$ cat config.mk
export PLATFORM = sky130hd
export DESIGN_NAME = bcd_conv_early
export DESIGN_NICKNAME = d
export VERILOG_FILES = /design/src/rtl/bcd_conv_pkg.sv /design/src/rtl/bcd_digit_add.sv /design/src/rtl/bcd_add.sv /design/src/rtl/bcd_conv_early.sv
export SDC_FILE = /design/constraint.sdc
export NUM_CORES = 1
export LEC_CHECK = 0
export ABC_AREA = 1
export BUFFER_PORTS_ARGS = -buffer_cell sky130_fd_sc_hd__buf_2
export CORE_MARGIN = 1
export CORE_UTILIZATION = 55
export CTS_BUF_LIST = sky130_fd_sc_hd__clkbuf_8
export DETAILED_ROUTE_END_ITERATION = 6
export GPL_TIMING_DRIVEN = 1
export HOLD_SLACK_MARGIN = 0.02
export PLACE_DENSITY = 0.8
export SLEW_MARGIN = 10
export SYNTH_ARGS = -nofsm -noshare
export SYNTH_HDL_FRONTEND = slang
export SYNTH_HIERARCHICAL = 1
export SYNTH_SLANG_ARGS = --single-unit
export TNS_END_PERCENT = 50
$ cat constraint.sdc
create_clock -name clk -period 10.7 [get_ports clk]
set_input_delay 0.535 -clock clk [delete_from_list [all_inputs] [get_ports clk]]
set_output_delay 0.535 -clock clk [all_outputs]
set_load 0.01 [all_outputs]
$ cat src/rtl/bcd_conv_pkg.sv
package bcd_conv_pkg;
  localparam int DIGIT_W = 4;
  typedef logic [DIGIT_W-1:0] bcd_digit_t;
endpackage

$ cat src/rtl/bcd_digit_add.sv
module bcd_digit_add
  import bcd_conv_pkg::*;
(
  input  bcd_digit_t a_i,
  input  bcd_digit_t b_i,
  input  logic       cin_i,
  output bcd_digit_t sum_o,
  output logic       cout_o
);
  logic [DIGIT_W:0] raw;
  logic             fix;

  always_comb begin
    raw    = {1'b0, a_i} + {1'b0, b_i} + {{DIGIT_W{1'b0}}, cin_i};
    fix    = (raw > 5'd9);
    sum_o  = fix ? (raw[DIGIT_W-1:0] + bcd_digit_t'(6)) : raw[DIGIT_W-1:0];
    cout_o = fix;
  end
endmodule

$ cat src/rtl/bcd_add.sv
module bcd_add
  import bcd_conv_pkg::*;
#(
  parameter int DIGITS = 5,
  localparam int W = DIGITS * DIGIT_W
) (
  input  logic [W-1:0] a_i,
  input  logic [W-1:0] b_i,
  output logic [W-1:0] sum_o,
  output logic         cout_o
);
  logic [DIGITS:0] carry;
  assign carry[0] = 1'b0;

  for (genvar d = 0; d < DIGITS; d++) begin : g_digit
    bcd_digit_add u_dig (
      .a_i   (a_i[d*DIGIT_W +: DIGIT_W]),
      .b_i   (b_i[d*DIGIT_W +: DIGIT_W]),
      .cin_i (carry[d]),
      .sum_o (sum_o[d*DIGIT_W +: DIGIT_W]),
      .cout_o(carry[d+1])
    );
  end

  assign cout_o = carry[DIGITS];
endmodule

$ cat src/rtl/bcd_conv_early.sv
module bcd_conv_early
  import bcd_conv_pkg::*;
#(
  parameter int BIN_W  = 16,
  parameter int DIGITS = 5,
  localparam int BCD_W = DIGITS * DIGIT_W
) (
  input  logic             clk,
  input  logic             rst,
  input  logic             start_i,
  input  logic [BIN_W-1:0] bin_i,
  output logic             busy_o,
  output logic             done_o,
  output logic [BCD_W-1:0] bcd_o
);
  localparam logic [BCD_W-1:0] WT_ONE = {{(BCD_W-1){1'b0}}, 1'b1};

  logic [BIN_W-1:0] src_q;
  logic [BIN_W-1:0] src_shift;
  logic [BCD_W-1:0] wt_q, acc_q;
  logic [BCD_W-1:0] acc_sum, wt_dbl, acc_nxt;
  logic             acc_cout, dbl_cout;

  // accumulate the current weight
  bcd_add #(.DIGITS(DIGITS)) u_acc_add (
    .a_i(acc_q), .b_i(wt_q), .sum_o(acc_sum), .cout_o(acc_cout)
  );

  // decimal doubling of the weight
  bcd_add #(.DIGITS(DIGITS)) u_wt_dbl (
    .a_i(wt_q), .b_i(wt_q), .sum_o(wt_dbl), .cout_o(dbl_cout)
  );

  assign src_shift = src_q >> 1;
  assign acc_nxt   = src_q[0] ? acc_sum : acc_q;

  always_ff @(posedge clk) begin
    if (rst) begin
      busy_o <= 1'b0;
      done_o <= 1'b0;
      bcd_o  <= '0;
      src_q  <= '0;
      wt_q   <= '0;
      acc_q  <= '0;
    end else begin
      done_o <= 1'b0;
      if (!busy_o) begin
        if (start_i) begin
          src_q <= bin_i;
          wt_q  <= WT_ONE;
          acc_q <= '0;
          if (bin_i == '0) begin
            done_o <= 1'b1;
            bcd_o  <= '0;
          end else begin
            busy_o <= 1'b1;
          end
        end
      end else begin
        src_q <= src_shift;
        wt_q  <= wt_dbl;
        acc_q <= acc_nxt;
        if (src_shift == '0) begin
          busy_o <= 1'b0;
          done_o <= 1'b1;
          bcd_o  <= acc_nxt;
        end
      end
    end
  end

  // a nonzero start from idle raises busy
  a_r2_busy_rise: assert property (@(posedge clk) disable iff (rst)
    (start_i && !busy_o && bin_i != '0) |=> busy_o);

  // a zero input completes at once without busy
  a_r4_zero_fast: assert property (@(posedge clk) disable iff (rst)
    (start_i && !busy_o && bin_i == '0) |=> (done_o && !busy_o));

  // single-cycle done, never together with busy
  a_r7_done_pulse: assert property (@(posedge clk) disable iff (rst)
    (done_o && !(start_i && bin_i == '0)) |=> !done_o);
  a_r7_exclusive: assert property (@(posedge clk) disable iff (rst)
    !(busy_o && done_o));

  // result moves only together with done
  a_r9_hold: assert property (@(posedge clk) disable iff (rst)
    !$stable(bcd_o) |-> done_o);

  // no decimal overflow in either adder during iterations
  a_r10_no_overflow: assert property (@(posedge clk) disable iff (rst)
    busy_o |-> (!(src_q[0] && acc_cout) && !dbl_cout));

  // every output digit is a decimal digit
  for (genvar d = 0; d < DIGITS; d++) begin : g_chk
    a_r3_digit_range: assert property (@(posedge clk) disable iff (rst)
      bcd_o[d*DIGIT_W +: DIGIT_W] <= 4'd9);
  end
endmodule

==> After elaboration in Yosys (flattened, before gate mapping) <==
Cells that the tools add are included.
{ "word_totals": {"reg_bits": 78, "inputBits": 19, "out_inout_bits": 22, "word_cells": 81} }
{ "op_classes": {"addsub": 28, "order_cmp": 10, "eq_ne": 1, "n_mux": 29, "reduce_logical": 6} }
{ "ops": {"columns": ["cell", "n"], "rows": [
  ["two-way mux 20 bit", 9],
  ["adder 4 x 4 -> 5 bit", 10],
  ["> comparator 5 x 4 -> 1 bit, second input constant", 10],
  ["adder 4 x 3 -> 4 bit, second input constant", 10],
  ["adder 5 x 1 -> 5 bit", 8],
  ["two-way mux 4 bit", 10],
  ["logical NOT 16 bit", 2],
  ["two-way mux 15 bit", 2],
  ["two-way mux 1 bit", 8],
  ["nonzero test 2 bit", 2],
  ["AND reduction 3 bit", 1],
  ["!= test 2 x 1 -> 1 bit, second input constant", 1],
  ["OR reduction 2 bit", 1]
]} }

==> Depth between registers and ports, before layout <==
Gate-level depths: netlist of run 1.
{ "logic_depth": {"depth_word": 14, "mapped_depth": 51, "depth_no_buf": 51} }

==> Cells and area by module <==
The synthesis of run 1 kept the hierarchy.
{ "modules_own_cells": {"columns": ["mod", "instances", "cells_each", "area_per_inst_um2", "seq_area_each_um2"], "rows": [
  ["bcd_conv_early", 1, 510, 3379.5, 1561.5],
  ["bcd_digit_add (u_acc_add.g_digit[1].u_dig ...)", 7, 47, 300.3, 0.0],
  ["bcd_digit_add (u_acc_add.g_digit[0].u_dig ...)", 2, 45, 299.0, 0.0],
  ["bcd_digit_add (u_wt_dbl.g_digit[4].u_dig)", 1, 47, 295.3, 0.0],
  ["bcd_add", 2, 1, 3.8, 0.0]
]} }

==> Least setup slack after synthesis of run 1 <==
Ideal clock, no wire load.
{ "synth_timing": {"path_kind": "register to register", "from": "register wt_q[0]", "to": "register acc_q[19]", "setup_ns": 0.128, "t_arrival_ns": 7.889, "required_time_ns": 10.572, "path_slack_ns": 2.683, "stages_incl_launch_ff": 50, "path_buffers": 0, "synth_period_minus_slack_ns": 8.017, "path_cell_list": "dfxtp_1 -> fa_1 -> fa_1 -> inv_1 -> nand2_1 -> nand2_2 -> ha_1 -> a21oi_4 -> nand2_4 -> nand2_4 -> fa_1 -> fa_1 -> inv_1 -> nand2_2 -> nand2_2 -> ha_1 -> a21oi_4 -> nand2_4 -> [14 not listed] -> nand2_2 -> ha_1 -> a21oi_4 -> nand2_4 -> nand2_4 -> fa_1 -> fa_1 -> nand2_1 -> nand2_2 -> ha_1 -> a21oi_4 -> nand2_4 -> nand3_1 -> nand2_1 -> nor2_1 -> nor2_1 -> a21oi_1 -> nor2_1"} }
{ "synth_between": {"elab_chain_len": 13, "elab_cells_between_ends": 14, "classes_between": "add/sub (6); order compare (5); mux (3)"} }
{ "synth_lines": {"columns": ["element", "line_no", "text"], "rows": [
  ["from (decl)", "bcd_conv_early.sv:20", "logic [BCD_W-1:0] wt_q, acc_q;"],
  ["from (signal assigned)", "bcd_conv_early.sv:61", "wt_q <= wt_dbl;"],
  ["adder 4 x 4 -> 5 bit *", "bcd_digit_add.sv:14", "raw = {1'b0, a_i} + {1'b0, b_i} + {{DIGIT_W{1'b0}}, cin_i};"],
  ["> comparator 5 x 4 -> 1 bit *", "bcd_digit_add.sv:15", "fix = (raw > 5'd9);"],
  ["net u_acc_add.carry[1]", "bcd_add.sv:12", "logic [DIGITS:0] carry;"],
  ["adder 5 x 1 -> 5 bit *", "bcd_digit_add.sv:14", null],
  ["> comparator 5 x 4 -> 1 bit *", "bcd_digit_add.sv:15", null],
  ["net u_acc_add.carry[2]", "bcd_add.sv:12", null],
  ["adder 5 x 1 -> 5 bit *", "bcd_digit_add.sv:14", null],
  ["> comparator 5 x 4 -> 1 bit *", "bcd_digit_add.sv:15", null],
  ["net u_acc_add.carry[3]", "bcd_add.sv:12", null],
  ["[1 not listed]", null, null],
  ["> comparator 5 x 4 -> 1 bit *", "bcd_digit_add.sv:15", null],
  ["net u_acc_add.carry[4]", "bcd_add.sv:12", null],
  ["adder 5 x 1 -> 5 bit *", "bcd_digit_add.sv:14", null],
  ["adder 4 x 3 -> 4 bit or > comparator 5 x 4 -> 1 bit (tied branches)", "bcd_digit_add.sv:16, bcd_digit_add.sv:15", null],
  ["two-way mux 4 bit *", "bcd_digit_add.sv:16", "sum_o = fix ? (raw[DIGIT_W-1:0] + bcd_digit_t'(6)) : raw[DIGIT_W-1:0];"],
  ["net acc_sum[19]", "bcd_conv_early.sv:21", "logic [BCD_W-1:0] acc_sum, wt_dbl, acc_nxt;"],
  ["two-way mux 20 bit *", "bcd_conv_early.sv:35", "assign acc_nxt = src_q[0] ? acc_sum : acc_q;"],
  ["two-way mux 20 bit *", "bcd_conv_early.sv:47", "if (!busy_o) begin"],
  ["to (signal assigned)", "bcd_conv_early.sv:62", "acc_q <= acc_nxt;"],
  ["to (decl)", "bcd_conv_early.sv:20", null]
]} }
The timed path passes the listed nets; every way through them passes the cells marked *.
A chain may end at the register's enable or synchronous reset.

==> Final worst setup path of run 1 <==
{ "layout_timing": {"from": "register wt_q[0]", "to": "register acc_q[17]"} }
The elaborated chain is that of the path after synthesis.

==> results of run 1 <==
## layer usage
layer / GRT usage / routed length [um] / vias to the layer above / share of wire
met5: 0 / 0 / - / 0
met4: 0.06476 / 174 / 0 / 0.013
met3: 0.03320 / 564 / 16 / 0.043
met2: 0.4169 / 6163 / 120 / 0.46
met1: 0.2974 / 6363 / 2675 / 0.48
li1: - / - / 3152 / -
## through the flow
step	power, W	util	std cells	setup WS, ps	hold WS (ps)
6_report	0.0006607	0.6183	1146	2048	469.3
5_1_grt	0.0006953	0.6183	1146	1469	479.7
4_1_cts	0.0006625	0.6183	1146	2061	458.2
3_5_place_dp	0.0004480	0.6010	1130	2119	494.3
3_3_place_gp	0.0004469	0.6010	1130	2166	495.8
2_1_floorplan	0.0004176	-	978	2683	458.2
## logic make-up after synthesis
logic type,Yosys count,share of synthesized area
adder cells (fa/ha/maj),60,0.1411
AO/OA/AOI/OAI,118,0.1172
AND/OR/NAND/NOR,556,0.3968
other,2,0.001177
flip-flops,78,0.2447
buffers and inverters,164,0.09900
## layout make-up
cell class,count,area [um2],share of cell area
Multi-Input combinational cell,736,4194,0.6123
Sequential cell,78,1563,0.2282
Inverter,132,495.5,0.07234
Timing Repair Buffer,44,230.2,0.03361
Tap cell,140,175.2,0.02558
Clock buffer,9,123.9,0.01809
Clock inverter,7,67.56,0.009865
## state kept, by name, indices dropped and copies added, names as in the netlist
register	cells
bcd_o	20
done_o	1
acc_q	20
src_q	16
busy_o	1
wt_q	20
## cell usage after synthesis (13+ instances only)
cell type / count / area (um2)
buf_2: 13 / 65.06
ha_1: 40 / 500.5
nand2_2: 37 / 231.5
clkbuf_1: 15 / 56.30
nand2_1: 239 / 897.1
o21ai_1: 17 / 85.08
nand2_4: 20 / 225.2
inv_1: 127 / 476.7
nor2_1: 122 / 457.9
dfxtp_1: 78 / 1562
fa_1: 20 / 400.4
nand3_1: 128 / 640.6
a21oi_1: 73 / 365.4
## power groups by stage
stage / Clock [W] / Combinational (W) / Sequential, W
3_3_place_gp: 0 / 0.000128 / 0.000319
6_report: 0.000219 / 0.000130 / 0.000312
4_1_cts: 0.000221 / 0.000130 / 0.000312
5_1_grt: 0.000232 / 0.000148 / 0.000314
2_1_floorplan: 0 / 0.0000971 / 0.000320
3_5_place_dp: 0 / 0.000129 / 0.000319
## tightest hold or removal path, stage by stage
cell     delay, ps
buf_2           90
nand2_1         40
nand3_1         60
nand2_1         40
inv_1           40
## path summary, 6_finish.rpt
| path | slack [ps] | from | end |
|---|---|---|---|
| worst max-delay path | 2050 | wt_q[0] | acc_q[17] |
| worst min register to register | 510 | wt_q[10] | wt_q[10] |
| worst min-delay path | 470 | bin_i[8] | src_q[8] |
| worst max register to register | 2050 | wt_q[0] | acc_q[17] |
## placed cells by master, fill, tap and decap left out, types with 2 or more instances in the layout
cell      count
inv_1       129
o21ai_1      17
clkbuf_8      9
ha_1         40
nor2_2        2
dfxtp_1      77
fa_1         20
o21ai_0       3
nand2_4      20
o211ai_1      2
nor2_1      122
nand3_1     128
a21oi_2      11
conb_1        2
inv_2         5
clkinv_4      2
a21oi_4       9
nand2_1     239
a21oi_1      73
nand3_2       5
nand2_2      37
buf_2        40
buf_4         4
==> reports/metrics.yaml, run 1 <==
status: "finished, final reports clean"
antenna_found_initial: 0
ys.flop_type: "dfxtp_1"
num_antenna_cells: 0
p_per_area_nw_per_um2: 96.46
drv_slew: 0
synth_edf_count: 0
gp_congestion: 0.8398
drive_gt1_frac: 0.1491
p_int_w: 0.0004556
clock_path_buffers: 2
dp_hpwl_um: 9541
vias_per_cell: 5.203
cts_max_level: 3
portBuffers: 40
routed_wl_um: 13270
critPathKind: "flop to flop"
switching_power_w: 0.0002051
min_path_type: "primary input to flop"
cts_buffers: 9
cp_common_cell: "fa_1"
worstPathArrival_ps: 8880
hold_buffers: 0
cpPeakStageDelay_ps: 470
fmax_ghz: 0.1156
overflow: 0
dieHeight_um: 109.7
die_x_um: 109.7
slew_headroom: 0.3962
skew_ps: 16.13
synth_warnings: 6
cp-start-kind: "flop"
cts_setup_buffers: 0
avgRoutedWirePerCell_um: 11.58
ioPinCount: 41
grt_first_pass_wirelength_um: 22930
drtAntennaViolNets: 0
hold_viol_final: 0
yosys.cell_types.count: 27
cts_tree: "yes"
grt_pass1_vias: 5333
leakage_nw: 3.828
critPathSlowestCell: "fa_1"
critPathTopFamily: "adder cells"
synth-async-reset-ratio: 0
yosysSeqAreaShare: 0.2447
synth_area_per_cell_um2: 6.526
cp_num_cells: 49
postSynthCellCount: 978
seqPwrFrac: 0.473
syn_to_final_growth_pct: 7.312
syn-cell-area_um2: 6382
ys_ff_latch: 78
stdcell_area_um2: 6849
setup_violations: 0
ir_worst_vdd_v: 0.00009071
clock_latency_ps: 360
drtPass1Iterations: 5
reg2reg_depth: 49
pwr-share-clk: 0.331
rsz0062_at_grt: "false"
cap_violations: 0
cts_root_buffer: "clkbuf_8"
cts_sinks: 78
period_share: 0.8086
drc: 0
fp-row-count: 38
coreArea_um2: 11080
path_clk_slew_ps: 90
drt_iter0_markers: 414
dpl_cell_area_um2: 6658
postSynthNetCount: 1057
pwr-share-comb: 0.196
worstSetupEndpointType: "flop"
start_util: 0.5761
cp.required_ps: 10930
dieArea_um2: 12040
sw_frac_of_total: 0.3104
layout.nets: 1080
fin_tns_setup_ps: 0
grt_usage: 0.2355
path_max_fanout: 4
hold_depth: 5
final.min_clock_period_ps: 8652
tightest_slew_ps: 903.6
cts_resized: 0
worst-path-buf-inv: 4
vias: 5963
fillers: 1035
grt_max_degree: 59
(Power assumes the default switching activity.)
==> run 2: changes to the inputs <==
--- a/config.mk
+++ b/config.mk
@@ -13,7 +13,7 @@
 export DETAILED_ROUTE_END_ITERATION = 6
 export GPL_TIMING_DRIVEN = 1
 export HOLD_SLACK_MARGIN = 0.02
-export PLACE_DENSITY = 0.8
+export PLACE_DENSITY = 0.83
 export SLEW_MARGIN = 10
 export SYNTH_ARGS = -nofsm -noshare
 export SYNTH_HDL_FRONTEND = slang
==> constraint.sdc (replaced) <==
create_clock -name clk -period 7.05 [get_ports clk]
set_input_delay 0.3525 -clock clk [delete_from_list [all_inputs] [get_ports clk]]
set_output_delay 0.3525 -clock clk [all_outputs]
set_load 0.01 [all_outputs]
==> run 2 against run 1 <==
The run now ends with negative setup slack left. Sequential share of layout area down 2.8 points. Cell count up 7.9%. Sequential cell count unchanged. Register-to-register slack worse by 2400 ps. Non-clock buffer count up 90. Clock power up 57%. Worst setup slack worse by 2400 ps. First-iteration DRC count up 23%. Clock skew down 5.9 ps. Via count up 10%. Global-route usage up 2.7 points. Die area unchanged. Critical endpoint is now acc_q[19]. Highest routed layer unchanged.
==> reports/metrics.yaml, run 2 (same netlist as run 1, synthesis figures left out) <==
clock_latency_ps: 370
dp_hpwl_um: 10480
sw_frac_of_total: 0.3104
ioPinCount: 41
cts_tree: "yes"
fmax_ghz: 0.1344
reg2reg_slack_ps: -390
hold_viol_final: 0
cts_buffers: 9
antenna_found_initial: 0
gp_congestion: 0.8730
grt_usage: 0.2624
drtPass1Iterations: 5
syn_to_final_growth_pct: 23.02
portBuffers: 40
dieArea_um2: 12040
path_max_fanout: 3
final_cells: 1236
status: "finished, violations left"
overflow: 0
skew_ps: 10.26
fillers: 881
dieHeight_um: 109.7
failed_checks: "negative setup slack"
cts_sinks: 78
rr_endpoint: "acc_q[19]"
vias: 6559
cp.required_ps: 7340
min_to: "src_q[4]"
critPathSlowestCell: "fa_2"
r2r_start: "acc_q[0]"
rsz0062_at_grt: "true"
layout_common_cells: "nand2_1, nand3_1, nor2_1"
avgRoutedWirePerCell_um: 12.55
layout.nets: 1170
leakage_nw: 4.231
setup_violations: 9
cts_max_level: 3
hold_depth: 5
coreArea_um2: 11080
clock_path_buffers: 2
min_path_type: "primary input to flop"
hold_buffers: 0
cp-start-kind: "flop"
drive_gt1_frac: 0.2892
fp-row-count: 38
cp_common_cell: "fa_2"
critPathKind: "flop to flop"
cts_root_buffer: "clkbuf_8"
path_clk_slew_ps: 80
ir_worst_vdd_v: 0.0001236
worst_hold_slack_ps: 277.9
drtAntennaViolNets: 0
vias_per_cell: 5.307
routed_wl_um: 15510
critPathTopFamily: "adder cells"
dp_slack_ps: -375.2
tightest_slew_ps: 917.5
fin_ws_ps: -393.0
grt_first_pass_wirelength_um: 25320
cap_violations: 0
slew_headroom: 0.3875
final.min_clock_period_ps: 7443
start_util: 0.5761
seqPwrFrac: 0.451
worstPathArrival_ps: 7740
drc: 0
drv_slew: 0
p_int_w: 0.0007293
worstSetupEndpointType: "flop"
dp_cells: 1186
pwr-share-clk: 0.325
cpPeakStageDelay_ps: 580
hp-start: "bin_i[4]"
period_share: 1.056
grt_max_degree: 58
final_common_cell: "nand2_1"
top_regs: "acc_q x20, bcd_o x20, wt_q x20"
grt_pass1_vias: 6035
pwr-share-comb: 0.224
reg2reg_depth: 42
drt_iter0_markers: 510
p_per_area_nw_per_um2: 134.7
worst-path-buf-inv: 7
switching_power_w: 0.0003283
num_antenna_cells: 0
die_x_um: 109.7
run 2: how the worst max path moves through the flow:
stage             start   endpoint  slack, ps  cells past startpoint
5_1_grt        acc_q[0]  acc_q[19]       -720                     46
6_report       acc_q[0]  acc_q[19]       -390                     42
3_3_place_gp    wt_q[0]   wt_q[17]       -190                     40
2_1_floorplan   wt_q[0]   wt_q[19]       -280                     47
3_5_place_dp    wt_q[0]   wt_q[19]       -380                     41
4_1_cts        acc_q[0]  acc_q[19]       -290                     42
run 2: per-stage QoR:
step	total power (W)	utilization	instance area (um2)	TNS, ps
finish	0.001058	0.7087	7851	-3140
global route	0.001108	0.7087	7851	-5913
CTS	0.001050	0.6955	7705	-2325
detailed placement	0.0007046	0.6573	7282	-2819
global placement	0.0006985	0.6573	7282	-1410
floorplan	0.0006441	-	6574	-1599
run 2: metal layers:
layer  vias up  track usage  share of wire
met1      3011       0.3095           0.44
met2       180       0.4681           0.50
met3        34      0.03794          0.044
li1       3334            -              -
met5         -            0              0
met4         0       0.1200          0.022
run 2: power by group through the flow:
stage | logic [W] | clock network (W) | registers, W
final | 0.000237 | 0.000344 | 0.000477
after global routing | 0.000264 | 0.000363 | 0.000480
after CTS | 0.000228 | 0.000346 | 0.000476
after detailed placement | 0.000218 | 0 | 0.000486
after global placement | 0.000212 | 0 | 0.000486
after floorplan | 0.000158 | 0 | 0.000486
run 2: layout make-up:
cell class | instances | area (um2) | area share
sequential | 78 | 1568 | 0.1997
clock inverter | 6 | 62.56 | 0.007968
inverter | 132 | 495.5 | 0.06311
tap | 140 | 175.2 | 0.02231
timing repair buffer | 134 | 922.1 | 0.1175
multi-input combinational | 736 | 4491 | 0.5720
clock buffer | 10 | 137.6 | 0.01753
run 2: worst min-delay path, cell delays in order:
cell     delay (ps)
buf_2            90
nand2_1          50
nand2_1          50
nand2_1          40
inv_1            40
run 2: what timing repair did:
| action | in CTS | in global routing |
|---|---|---|
| pin swaps | 16 | 11 |
| resized for setup | 31 | 15 |
| setup endpoints to repair | 9 | 9 |
| buffers inserted | 20 | 14 |
